--- src/rtl/gl_arb_pkg.sv ---
package gl_arb_pkg;

    localparam int unsigned GL_MAX_PORTS = 32;

    typedef logic [GL_MAX_PORTS-1:0] gl_vec_t;

    // round-robin pick: first set bit after position 'last', wrapping at n
    function automatic gl_vec_t gl_rr_pick(gl_vec_t req, int unsigned n, int unsigned last);
        gl_vec_t pick;
        bit      found;
        pick  = '0;
        found = 1'b0;
        for (int unsigned k = 1; k <= GL_MAX_PORTS; k++) begin
            int unsigned idx;
            idx = (last + k) % n;
            if (k <= n && !found && req[idx]) begin
                pick[idx] = 1'b1;
                found     = 1'b1;
            end
        end
        return pick;
    endfunction

endpackage

--- src/rtl/gl_rr_gate.sv ---
module gl_rr_gate
    import gl_arb_pkg::*;
#(
    parameter int unsigned N = 4
) (
    input  logic         clk,
    input  logic         rst_n,
    input  logic [N-1:0] req,
    input  logic         afull,
    input  logic         locked,
    output logic [N-1:0] gnt
);
    localparam int unsigned IW = (N > 1) ? $clog2(N) : 1;

    typedef struct packed {
        logic [IW-1:0] ptr;
    } gate_st_t;

    gate_st_t st_d, st_q;
    gl_vec_t  req_w, pick_w;

    always_comb begin
        st_d  = st_q;
        req_w = '0;
        req_w[N-1:0] = req;
        pick_w = gl_rr_pick(req_w, N, int'(st_q.ptr));
        gnt = (!afull && !locked) ? pick_w[N-1:0] : '0;
        for (int unsigned k = 0; k < N; k++) begin
            if (gnt[k]) st_d.ptr = IW'(k);
        end
    end

    always_ff @(posedge clk or negedge rst_n) begin
        if (!rst_n) st_q.ptr <= IW'(N - 1);
        else        st_q <= st_d;
    end

    p_onehot_r1: assert property (@(posedge clk) disable iff (!rst_n) $onehot0(gnt));
    p_grant_req_r1: assert property (@(posedge clk) disable iff (!rst_n) (gnt & ~req) == '0);
    p_gate_af_r2: assert property (@(posedge clk) disable iff (!rst_n) afull |-> gnt == '0);
    p_ptr_hold_r3: assert property (@(posedge clk) disable iff (!rst_n)
        (afull || locked) |=> $stable(st_q.ptr));

endmodule

--- src/rtl/gl_mc_track.sv ---
module gl_mc_track #(
    parameter int unsigned M  = 4,
    parameter int unsigned TW = 8
) (
    input  logic          clk,
    input  logic          rst_n,
    input  logic          hv,
    input  logic [M-1:0]  hdest,
    input  logic          hstrict,
    input  logic [M-1:0]  gnt_in,
    input  logic [TW-1:0] limit,
    output logic [M-1:0]  want,
    output logic [M-1:0]  held,
    output logic          issue,
    output logic [M-1:0]  issue_mask,
    output logic          pop
);
    localparam logic [TW-1:0] TMAX = {TW{1'b1}};

    typedef struct packed {
        logic          busy;
        logic          strict;
        logic [M-1:0]  rem;
        logic [M-1:0]  held;
        logic [TW-1:0] timer;
    } trk_st_t;

    trk_st_t       st_d, st_q;
    logic [M-1:0]  cur_rem, nheld, left;
    logic          cur_strict, all_got, tmo;
    logic [TW-1:0] cur_t;

    always_comb begin
        st_d       = st_q;
        cur_rem    = st_q.busy ? st_q.rem : (hv ? hdest : '0);
        cur_strict = st_q.busy ? st_q.strict : (hv && hstrict);
        cur_t      = st_q.busy ? st_q.timer : '0;
        want       = cur_rem & ~st_q.held;
        nheld      = st_q.held | (gnt_in & want);
        all_got    = (cur_rem != '0) && (nheld == cur_rem);
        tmo        = !cur_strict && (limit != '0) && (cur_t >= limit);
        issue      = (cur_rem != '0) && (all_got || (tmo && nheld != '0));
        issue_mask = issue ? nheld : '0;
        left       = cur_rem & ~issue_mask;
        pop        = (!st_q.busy && hv && hdest == '0) || (issue && left == '0);
        st_d.busy   = (cur_rem != '0) && (left != '0);
        st_d.strict = cur_strict;
        st_d.rem    = left;
        st_d.held   = issue ? '0 : nheld;
        if (st_d.busy) st_d.timer = (cur_t == TMAX) ? cur_t : cur_t + 1'b1;
        else           st_d.timer = '0;
    end

    assign held = st_q.held;

    always_ff @(posedge clk or negedge rst_n) begin
        if (!rst_n) st_q <= '0;
        else        st_q <= st_d;
    end

    p_keep_held_r4: assert property (@(posedge clk) disable iff (!rst_n)
        !issue |=> ((st_q.held & $past(st_q.held)) == $past(st_q.held)));
    p_inside_set_r5: assert property (@(posedge clk) disable iff (!rst_n)
        issue |-> ((issue_mask & ~cur_rem) == '0) && (issue_mask != '0));
    p_zero_inf_r7: assert property (@(posedge clk) disable iff (!rst_n)
        (issue && limit == '0) |-> issue_mask == cur_rem);
    p_strict_full_r8: assert property (@(posedge clk) disable iff (!rst_n)
        (issue && cur_strict) |-> issue_mask == cur_rem);
    p_release_r10: assert property (@(posedge clk) disable iff (!rst_n)
        issue |=> st_q.held == '0);

endmodule

--- src/rtl/gl_arb.sv ---
module gl_arb
    import gl_arb_pkg::*;
#(
    parameter int unsigned NIN  = 4,
    parameter int unsigned NOUT = 4,
    parameter int unsigned TW   = 8
) (
    input  logic                 clk,
    input  logic                 rst_n,
    input  logic [NIN-1:0]       head_valid,
    input  logic [NIN*NOUT-1:0]  head_dest,
    input  logic [NIN-1:0]       head_strict,
    input  logic [NOUT-1:0]      out_afull,
    input  logic [TW-1:0]        tmo_limit,
    output logic [NOUT*NIN-1:0]  grant,
    output logic [NIN-1:0]       issue,
    output logic [NIN*NOUT-1:0]  issue_mask,
    output logic [NIN-1:0]       head_pop
);
    logic [NIN-1:0][NOUT-1:0] want_m, held_m, gin_m, imask_m;
    logic [NOUT-1:0][NIN-1:0] req_t, gnt_t, own_t;
    logic [NOUT-1:0]          locked;

    always_comb begin
        for (int unsigned o = 0; o < NOUT; o++) begin
            for (int unsigned i = 0; i < NIN; i++) begin
                req_t[o][i] = want_m[i][o];
                own_t[o][i] = held_m[i][o];
                gin_m[i][o] = gnt_t[o][i];
                grant[o*NIN + i] = gnt_t[o][i];
            end
            locked[o] = |own_t[o];
        end
        for (int unsigned i = 0; i < NIN; i++) begin
            issue_mask[i*NOUT +: NOUT] = imask_m[i];
        end
    end

    for (genvar o = 0; o < NOUT; o++) begin : g_out
        gl_rr_gate #(.N(NIN)) u_gate (
            .clk    (clk),
            .rst_n  (rst_n),
            .req    (req_t[o]),
            .afull  (out_afull[o]),
            .locked (locked[o]),
            .gnt    (gnt_t[o])
        );
        p_one_owner_r10: assert property (@(posedge clk) disable iff (!rst_n) $onehot0(own_t[o]));
    end

    for (genvar i = 0; i < NIN; i++) begin : g_in
        gl_mc_track #(.M(NOUT), .TW(TW)) u_trk (
            .clk        (clk),
            .rst_n      (rst_n),
            .hv         (head_valid[i]),
            .hdest      (head_dest[i*NOUT +: NOUT]),
            .hstrict    (head_strict[i]),
            .gnt_in     (gin_m[i]),
            .limit      (tmo_limit),
            .want       (want_m[i]),
            .held       (held_m[i]),
            .issue      (issue[i]),
            .issue_mask (imask_m[i]),
            .pop        (head_pop[i])
        );
    end

    initial begin
        p_width_ok: assert (NIN <= GL_MAX_PORTS && NIN > 0 && NOUT > 0);
    end

endmodule

--- config.mk ---
export PLATFORM = sky130hd
export DESIGN_NAME = gl_arb
export DESIGN_NICKNAME = d
export VERILOG_FILES = /design/src/rtl/gl_arb_pkg.sv /design/src/rtl/gl_rr_gate.sv /design/src/rtl/gl_mc_track.sv /design/src/rtl/gl_arb.sv
export SDC_FILE = /design/constraint.sdc
export NUM_CORES = 1
export LEC_CHECK = 0
export BUFFER_PORTS_ARGS = -buffer_cell sky130_fd_sc_hd__buf_2
export CORE_ASPECT_RATIO = 1.75
export CORE_MARGIN = 10
export CORE_UTILIZATION = 50
export CTS_BUF_LIST = sky130_fd_sc_hd__clkbuf_16
export CTS_CLUSTER_DIAMETER = 30
export DETAILED_ROUTE_END_ITERATION = 10
export PLACE_DENSITY_LB_ADDON = 0.15
export SYNTH_ARGS = -nofsm -noshare
export SYNTH_HDL_FRONTEND = slang
export SYNTH_SLANG_ARGS = --single-unit
--- constraint.sdc ---
create_clock -name clk -period 4.7 [get_ports clk]
set_input_delay 0.94 -clock clk [delete_from_list [all_inputs] [get_ports clk]]
set_output_delay 0.94 -clock clk [all_outputs]
set_load 0.02 [all_outputs]
Word-level counts from Yosys, hierarchy flattened
Index checks and enable logic that the tools add are counted.
Widths: inputs -> output; s select.
{ "word_totals": {"ff_bits": 80, "in_bits": 38, "output_inout_bits": 40, "wordCells": 405} }
{ "op_classes": {"n_addsub": 20, "magnitude_cmp": 36, "n_eq_ne": 8, "n_mux": 144, "bitwise_logic": 36, "n_reduce_logical": 137} }
{ "ops": {"columns": ["operator", "count"], "rows": [
  ["$mux 4", 36],
  ["$lt 2x6->1 const B", 16],
  ["$mux 8", 12],
  ["$logic_and 1x1->1", 72],
  ["$or 4x4->4", 16],
  ["$reduce_bool 4->1", 16],
  ["$and 4x4->4", 12],
  ["$mux 1", 48],
  ["$add 8x1->8 const B", 4],
  ["$bmux 1 s2", 16],
  ["$demux 1 s2", 16],
  ["$eq 8x8->1 const B", 4],
  ["$ge 2x1->1 const B", 16],
  ["$ge 8x8->1", 4],
  ["$logic_not 4->1", 8],
  ["$mux 2", 16],
  ["$not 4->4", 8],
  ["$logic_not 1->1", 28],
  ["$add 2x1->2 const B", 8],
  ["$add 2x2->2 const B", 8],
  ["$eq 4x4->1", 4],
  ["$reduce_or 4->1", 4],
  ["$logic_or 1x1->1", 8],
  ["$reduce_bool 8->1", 1]
]} }

Logic depth before layout (Yosys ltp)
Gate-level depths: netlist of the first run.
{ "depth": {"depth_word": 28, "mapped_depth": 16, "depth_no_buf": 14} }

By module
Synthesis of the first run repeated with hierarchy kept, for this count alone.
{ "unflattened": {"cells_unflattened": 869, "area_unflattened_um2": 7468.4} }
{ "modules_own_cells": {"columns": ["mod", "n_inst", "cells_each", "area_each_um2"], "rows": [
  ["gl_mc_track at g_in[0].u_trk ...", 3, 163, 1342.5],
  ["gl_mc_track at g_in[2].u_trk", 1, 160, 1336.3],
  ["gl_rr_gate at g_out[1].u_gate ...", 2, 55, 521.8],
  ["gl_rr_gate at g_out[0].u_gate ...", 2, 53, 515.5],
  ["gl_arb", 1, 4, 30.0]
]} }

Worst setup path after synthesis of the first run
OpenSTA, ideal clock, no wires.
{ "synth_timing": {"kind": "reg2out", "start": "reg g_out[2].u_gate.st_q[0] in the netlist's numbering", "end": "out head_pop[1]", "arrival_time_ns": 4.328, "required_time_ns": 3.760, "setup_slack_ns": -0.568, "path_stages_with_launch": 15, "cell_sequence": "dfstp_2 -> buf_2 -> inv_1 -> ha_1 -> inv_1 -> mux4_2 -> or3b_4 -> a31oi_4 -> o31a_2 -> o2111ai_4 -> a211oi_2 -> nor2_1 -> nor4b_4 -> a32o_1 -> buf_4"} }
{ "synth_via": {"elab_chain_len": 26, "elab_cells_between_ends": 63} }
{ "synth_rtl": {"columns": ["element", "line", "source"], "rows": [
  ["start, declared", "gl_rr_gate.sv:19", "gate_st_t st_d, st_q;"],
  ["start signal, assigned", "gl_rr_gate.sv:35", "else st_q <= st_d;"],
  ["parallel branches: the longest is 12 deep, another holds $lt 2x6->1", null, null],
  ["$mux 4 *", "gl_arb_pkg.sv:16", "if (k <= n && !found && req[idx]) begin"],
  ["$mux 4 *", "gl_rr_gate.sv:27", "gnt = (!afull && !locked) ? pick_w[N-1:0] : '0;"],
  ["named net grant[9]", "gl_arb.sv:15", "output logic [NOUT*NIN-1:0] grant,"],
  ["$and 4x4->4 *", "gl_mc_track.sv:39", "nheld = st_q.held | (gnt_in & want);"],
  ["$or 4x4->4 *", "gl_mc_track.sv:39", null],
  ["$eq 4x4->1 / $reduce_bool 4->1 (equally long branches)", "gl_mc_track.sv:40, gl_mc_track.sv:42", null],
  ["$logic_and 1x1->1 (on tied branches)", "gl_mc_track.sv:40, gl_mc_track.sv:42", null],
  ["[2 not listed]", null, null],
  ["$mux 4 *", "gl_mc_track.sv:43", "issue_mask = issue ? nheld : '0;"],
  ["named net issue_mask[5]", "gl_arb.sv:17", "output logic [NIN*NOUT-1:0] issue_mask,"],
  ["$not 4->4 *", "gl_mc_track.sv:44", "left = cur_rem & ~issue_mask;"],
  ["$and 4x4->4 *", "gl_mc_track.sv:44", null],
  ["named net g_in[1].u_trk.left[1]", "gl_mc_track.sv:29", "logic [M-1:0] cur_rem, nheld, left;"],
  ["$logic_not 4->1 *", "gl_mc_track.sv:45", "pop = (!st_q.busy && hv && hdest == '0) || (issue && left == '0);"],
  ["$logic_and 1x1->1 *", "gl_mc_track.sv:45", null],
  ["$logic_or 1x1->1 *", "gl_mc_track.sv:45", null],
  ["end, declared", "gl_arb.sv:18", "output logic [NIN-1:0] head_pop"]
]} }
Mark *: on every way through the listed nets, which the timed path passes. The select of a mux whose other input is x is not followed.

Worst setup path after layout of the first run
{ "layout_timing": {"start": "in head_valid[1]", "end": "out head_pop[3]"} }
{ "layout_via": {"elab_chain_len": 28, "elab_cells_between_ends": 117} }
{ "layout_rtl": {"columns": ["element", "line", "source"], "rows": [
  ["start, declared", "gl_arb.sv:10", "input logic [NIN-1:0] head_valid,"],
  ["$mux 4 * (2 in a row)", "gl_mc_track.sv:35", "cur_rem = st_q.busy ? st_q.rem : (hv ? hdest : '0);"],
  ["$and 4x4->4 *", "gl_mc_track.sv:38", "want = cur_rem & ~st_q.held;"],
  ["$bmux 1 s2", "gl_arb_pkg.sv:16", null],
  ["$mux 1 (not written as such)", "gl_arb_pkg.sv:16", null],
  ["$mux 1", "gl_arb_pkg.sv:16", null],
  ["$logic_not 1->1", "gl_arb_pkg.sv:16", null],
  ["$logic_and 1x1->1", "gl_arb_pkg.sv:16", null],
  ["$mux 1", "gl_arb_pkg.sv:16", null],
  ["[12 not listed]", null, null],
  ["$logic_and 1x1->1", "gl_mc_track.sv:42", "issue = (cur_rem != '0) && (all_got || (tmo && nheld != '0));"],
  ["$mux 4 *", "gl_mc_track.sv:43", null],
  ["$not 4->4 *", "gl_mc_track.sv:44", null],
  ["$and 4x4->4 *", "gl_mc_track.sv:44", null],
  ["named net g_in[3].u_trk.left[1]", "gl_mc_track.sv:29", null],
  ["$logic_not 4->1 *", "gl_mc_track.sv:45", null],
  ["$logic_and 1x1->1 *", "gl_mc_track.sv:45", null],
  ["$logic_or 1x1->1 *", "gl_mc_track.sv:45", null]
]} }
Mark *: on every way through the listed nets, which the timed path passes. The rest lies on a longest branch. The select of a mux whose other input is x is not followed.

==> flow_summary.ini, run 1 <==
[drt]
avgRoutedWirePerCell_um = 21.8
wirelength_um = 28100
final_antenna_net_count = 0
dr_total_vias = 7836
drt_iter0_markers = 457
drc_errors = 0
firstDrtPassIters = 6
via_per_inst = 6.08

[timing]
slew_headroom = 0.507
tightest_slew_ns = 0.732
hold_violations = 0
fin_ws_ns = -0.227
clock.fmax_mhz = 203
drv_slew = 0
rsz0062_at_grt = true
period_needed_ns = 4.93
fin_hold_ws_ns = 0.485
fin_skew_ns = 0.00795
post-route-period-util = 1.05
setup_violations = 12

[layout]
diodes = 0
seq_area_um2 = 2010
final_common_cell = buf_4
nNetsFinal = 1211
drive_gt1_frac = 0.388
layout.cells.non_filler = 1289
fill_cells = 1105
layout_common_cells = buf_4 (194), nor2_1 (89), nand2_1 (79)
syn2layout_area_growth_pct = 42.6
multi_input_area_um2 = 5500

[placed_design]
portBuffers = 77
place.gp.congestion = 0.963
dp.cells = 1224
dp_hpwl_um = 22100

[floorplan]
design.die.area_um2 = 19900
coreArea_um2 = 14300
io_pins = 78
die_w_um = 111
fp.dieH_um = 179
initial_core_util = 0.507
placementRows = 58

[logic_synthesis]
synth.distinct_cells = 85
synth_edf_count = 0
syn_area_per_cell_um2 = 8.66
syn-cell-area_um2 = 7250
synth_top_area_cell = dfrtp_1
synth-seq-cells = 80
ys_async_sr_fraction = 1.00
synthFlopType = dfrtp_1
ys_warn_count = 0
synthTopCellsByArea = dfrtp_1 (25%), ha_1 (12%), nor2_1 (4.9%)
synthCells = 837
ys_seq_area_frac = 0.278
synth_top_area_share = 0.249
syn_nets = 943

[grt]
antenna_found_initial = 0
overflow = 0
grt_max_degree = 43
grt_pass1_wl_um = 43800
track_usage = 0.274
grt_pass1_vias = 8431

[power_and_ir_drop]
totalPowerFinal_uw = 8490
pwr_density_cell_nw_per_um2 = 821
leakage_uw = 0.00493
vdd_drop_max_v = 0.000365

[setup_path]
worstPathArrival_ns = 3.99
critical_path_class = input port to primary output
crit_slowest_cell = mux4_2
crit_chain = buf_6 > nand3b_1 > buf_6 > a21oi_4 > mux4_2 > buf_4 > nand3_1 > o21ai_1 > nor3_4 > o22a_2 > a31oi_4 > o21a_1 > nor4_4 > a32o_1 > buf_6
cp_common_cell = buf_6
start_kind = input port
r2r_cells = 15
max_stage_delay_ns = 0.54
crit_fanout = 4
cp_data_required_time_ns = 3.76
end_kind = primary output

[job]
maxCapViolCount = 0

[cts]
cts-hold-fix-buffers = 0
clkSinkCount = 80
clk_pin_slew_ns = 0.07
clockBufferDepth = 2
cts-buffers-inserted = 9
root_buffer = clkbuf_16
insertion_delay_ns = 0.35
cts_htree_levels = 3
cts_tree = done

[run_status]
status = complete, but fails checks
violations = negative setup slack

[worst_hold_path]
hp-class = flip-flop to flip-flop
hold_path_depth = 1
-- worst max-delay path: cells and delay by family --
kind                   cells  cell delay, ns
AND/OR/NAND/NOR            4            0.94
multiplexers               1            0.54
buffers and inverters      4            0.56
AO/OA/AOI/OAI              6            1.01
-- timing repair --
| item | 4_1_cts | 5_1_grt |
|---|---|---|
| setup endpoints to repair | 18 | 21 |
| resized for setup | 94 | 60 |
| buffers inserted | 33 | 19 |
| hold endpoints to repair | 0 | 0 |
| pin swaps | 51 | 36 |
| gates cloned | 1 | 0 |
-- where the power goes --
| group | total, uW | switching (uW) | internal [uW] |
|---|---|---|---|
| sequential | 1260 | 283 | 975 |
| clock | 778 | 311 | 467 |
| combinational | 6450 | 3520 | 2930 |
| total | 8490 | 4110 | 4370 |
-- flip-flops by register name, summed over array words and instances (netlist names) --
register           flops
g_in.u_trk.st_q       56
g_out.u_gate.st_q      8
g_in.u_trk.held       16
-- metrics by stage --
step / util / setup WS, ns / setup TNS [ns] / cell area [um2]
after floorplan: - / -0.343 / -0.550 / 7320
after global placement: 0.625 / -0.517 / -4.89 / 8940
after detailed placement: 0.625 / -0.540 / -5.65 / 8940
after CTS: 0.696 / -0.165 / -0.924 / 9940
after global routing: 0.723 / -0.311 / -2.57 / 10300
final: 0.723 / -0.227 / -1.34 / 10300
-- kinds of logic after synthesis --
| logic type | after synthesis | synth area share |
|---|---|---|
| AOI/OAI and AO/OA | 218 | 0.231 |
| DFF | 80 | 0.278 |
| adders and majority gates | 68 | 0.117 |
| xor gates and xnor gates | 21 | 0.0254 |
| muxes | 18 | 0.0456 |
| buffers and inverters | 78 | 0.0466 |
| and+or+nand+nor | 354 | 0.257 |
-- per-layer routing --
| layer | up-vias | share of wire | routed length, um | track usage |
|---|---|---|---|---|
| li1 | 3599 | - | - | - |
| met1 | 3790 | 0.33 | 9150 | 0.249 |
| met2 | 317 | 0.56 | 15600 | 0.540 |
| met3 | 130 | 0.041 | 1170 | 0.0348 |
| met4 | 0 | 0.077 | 2170 | 0.205 |
| met5 | - | 0 | 0 | 0 |
-- synth_stat cells, types with 6 or more instances --
master,instances
a2111oi_0,6
a2111oi_2,7
a211oi_1,18
a211oi_2,7
a21o_1,26
a21oi_1,53
a31oi_1,7
and2_1,33
and3_1,6
buf_4,11
clkbuf_1,7
dfrtp_1,72
dfstp_2,8
ha_1,68
inv_1,55
mux2i_1,6
mux4_2,12
nand2_1,82
nand2b_1,11
nand3_1,32
nand3b_1,12
nand4_1,8
nor2_1,95
nor3_1,19
nor4_1,12
o21a_1,6
o21ai_0,17
o31ai_1,6
or4_1,8
xnor2_1,16
-- worst paths after layout --
kind / startpoint / endpoint / slack, ns
min in group asynchronous: rst_n / g_in[3].u_trk.st_q[1] / 0.60
worst min register to register: g_in[2].u_trk.st_q[6] / g_in[2].u_trk.st_q[6] / 0.48
max in group asynchronous: rst_n / g_in[0].u_trk.st_q[17] / 3.15
worst max-delay path: head_valid[1] / head_pop[3] / -0.23
worst max register to register: g_in[1].u_trk.st_q[17] / g_in[0].u_trk.st_q[6] / 0.76
worst min-delay path: g_in[2].u_trk.st_q[6] / g_in[2].u_trk.st_q[6] / 0.48
-- cell type report --
type	instances	share of cell area
Clock inverter	6	0.00896
Multi-Input combinational cell	680	0.532
Timing Repair Buffer	277	0.199
Inverter	57	0.0209
Clock buffer	9	0.0218
Tap cell	180	0.0218
Sequential cell	80	0.195
Power figures use the tool's default switching activity.
==> run 2, diff against run 1 <==
BUFFER_PORTS_ARGS = unset   (was -buffer_cell sky130_fd_sc_hd__buf_2)
DONT_BUFFER_PORTS = 1   (was unset)
==> flow_summary.ini, run 2 (same netlist as run 1, synthesis figures left out) <==
[cts]
insertion_delay_ns = 0.35
clk_pin_slew_ns = 0.07
cts_tree = done
clkSinkCount = 80
root_buffer = clkbuf_16
clockBufferDepth = 2
cts-buffers-inserted = 9
cts_htree_levels = 3

[timing]
fin_setup_tns_ns = -0.221
drv_slew = 0
period_needed_ns = 4.74
rsz0062_at_grt = true
clock.fmax_mhz = 211
tightest_slew_ns = 1.10
slew_headroom = 0.260
post-route-period-util = 1.01
hold_violations = 0
setup_violations = 8
fin_ws_ns = -0.0445
fin_skew_ns = 0.00901

[setup_path]
r2r-start = g_out[2].u_gate.st_q[0]
end_kind = primary output
start_kind = input port
startpoint = head_valid[3]
worstPathArrival_ns = 3.80
cp_data_required_time_ns = 3.76
critical_path_class = input port to primary output
crit_fanout = 7
r2r_cells = 13

[worst_hold_path]
hp-class = input port to async pin

[layout]
layout_common_cells = buf_4 (162), nor2_1 (88), nand2_1 (76)
final_common_cell = buf_4
regMostFlops = g_in.u_trk.st_q
drive_gt1_frac = 0.336
largest_reg_flops = 56
syn2layout_area_growth_pct = 31.2
diodes = 0
seq_area_um2 = 2020
nNetsFinal = 1102
fill_cells = 1214
multi_input_area_um2 = 5480

[floorplan]
coreArea_um2 = 14300
io_pins = 78
placementRows = 58
initial_core_util = 0.507
design.die.area_um2 = 19900
die_w_um = 111
fp.dieH_um = 179

[drt]
drt_iter0_markers = 492
avgRoutedWirePerCell_um = 22.3
firstDrtPassIters = 5
drc_errors = 0
via_per_inst = 6.24
final_antenna_net_count = 0
dr_total_vias = 7373
wirelength_um = 26400

[run_status]
status = complete, but fails checks
violations = negative setup slack

[grt]
overflow = 0
grt_pass1_wl_um = 40900
antenna_found_initial = 0
grt_max_degree = 81
track_usage = 0.256
grt_pass1_vias = 7659

[placed_design]
place.gp.congestion = 1.03
portBuffers = 0
dp_slack_ns = -0.176
dp_hpwl_um = 21100

[power_and_ir_drop]
leakage_uw = 0.00437
pwr_density_cell_nw_per_um2 = 822
vdd_drop_max_v = 0.000346

[job]
maxCapViolCount = 0
[run 2: cell types whose count changed in the layout (fill, tap and decap cells not counted), sizes merged]
| cell | delta |
|---|---|
| clkinv | +3 |
| a21oi | -1 |
| clkbuf | +1 |
| buf | -109 |
| bufinv | -2 |
[run 2: worst max-delay path, stage by stage]
cell and delay, ns:
nand3b_1 0.25, a21oi_1 0.15, mux4_2 0.53, or3b_2 0.51
a31oi_4 0.20, nand2_1 0.12, a2bb2oi_2 0.25, a21boi_4 0.10
buf_4 0.15, or2_2 0.32, nor2_1 0.13, buf_4 0.16
[run 2: power breakdown]
part / switching (uW) / internal [uW] / leakage, uW
Clock: 330 / 362 / 0.000130
Sequential: 289 / 976 / 0.00100
Combinational: 3290 / 2580 / 0.00323
Total: 3900 / 3920 / 0.00437
[run 2: layout make-up]
type                            instances  area share
Timing Repair Buffer                  169       0.136
Multi-Input combinational cell        679       0.576
Inverter                               57      0.0230
Sequential cell                        80       0.212
Clock inverter                          7     0.00566
Tap cell                              180      0.0237
Clock buffer                            9      0.0237
[run 2: what timing repair did]
action / 4_1_cts / 5_1_grt
endpoints found under the hold margin: 0 / 0
setup endpoints to repair: 15 / 17
setup buffers: 4 / 18
gates resized for setup: 28 / 86
pin swaps: 6 / 35
hold buffers: 0 / 0
[run 2: per-layer routing]
layer,share of wire,routed length (um),global-route usage
met5,0,0,0
met4,0.062,1630,0.154
met3,0.038,994,0.0372
met2,0.56,14800,0.506
met1,0.34,8950,0.242
[run 2: path summary, 6_finish.rpt]
kind | end | slack [ns]
worst max-delay path | issue_mask[2] | -0.04
max in group asynchronous | g_out[1].u_gate.st_q[0] | 4.19
worst max register to register | g_in[0].u_trk.st_q[0] | 0.93
min in group clk | g_in[2].u_trk.st_q[6] | 0.48
worst min register to register | g_in[2].u_trk.st_q[6] | 0.48
worst min-delay path | g_in[1].u_trk.st_q[0] | 0.28
[run 2: metrics by stage]
| step | instance area, um2 | total power [uW] | hold slack (ns) | instances | util |
|---|---|---|---|---|---|
| final | 9510 | 7820 | 0.277 | 1181 | 0.665 |
| after global routing | 9510 | 8330 | 0.269 | 1181 | 0.665 |
| after CTS | 8960 | 7190 | 0.277 | 1163 | 0.627 |
| after detailed placement | 8520 | 6290 | 0.471 | 1143 | 0.596 |
| after global placement | 8520 | 6200 | 0.454 | 1143 | 0.596 |
| after floorplan | 7320 | 4440 | 0.434 | 837 | - |
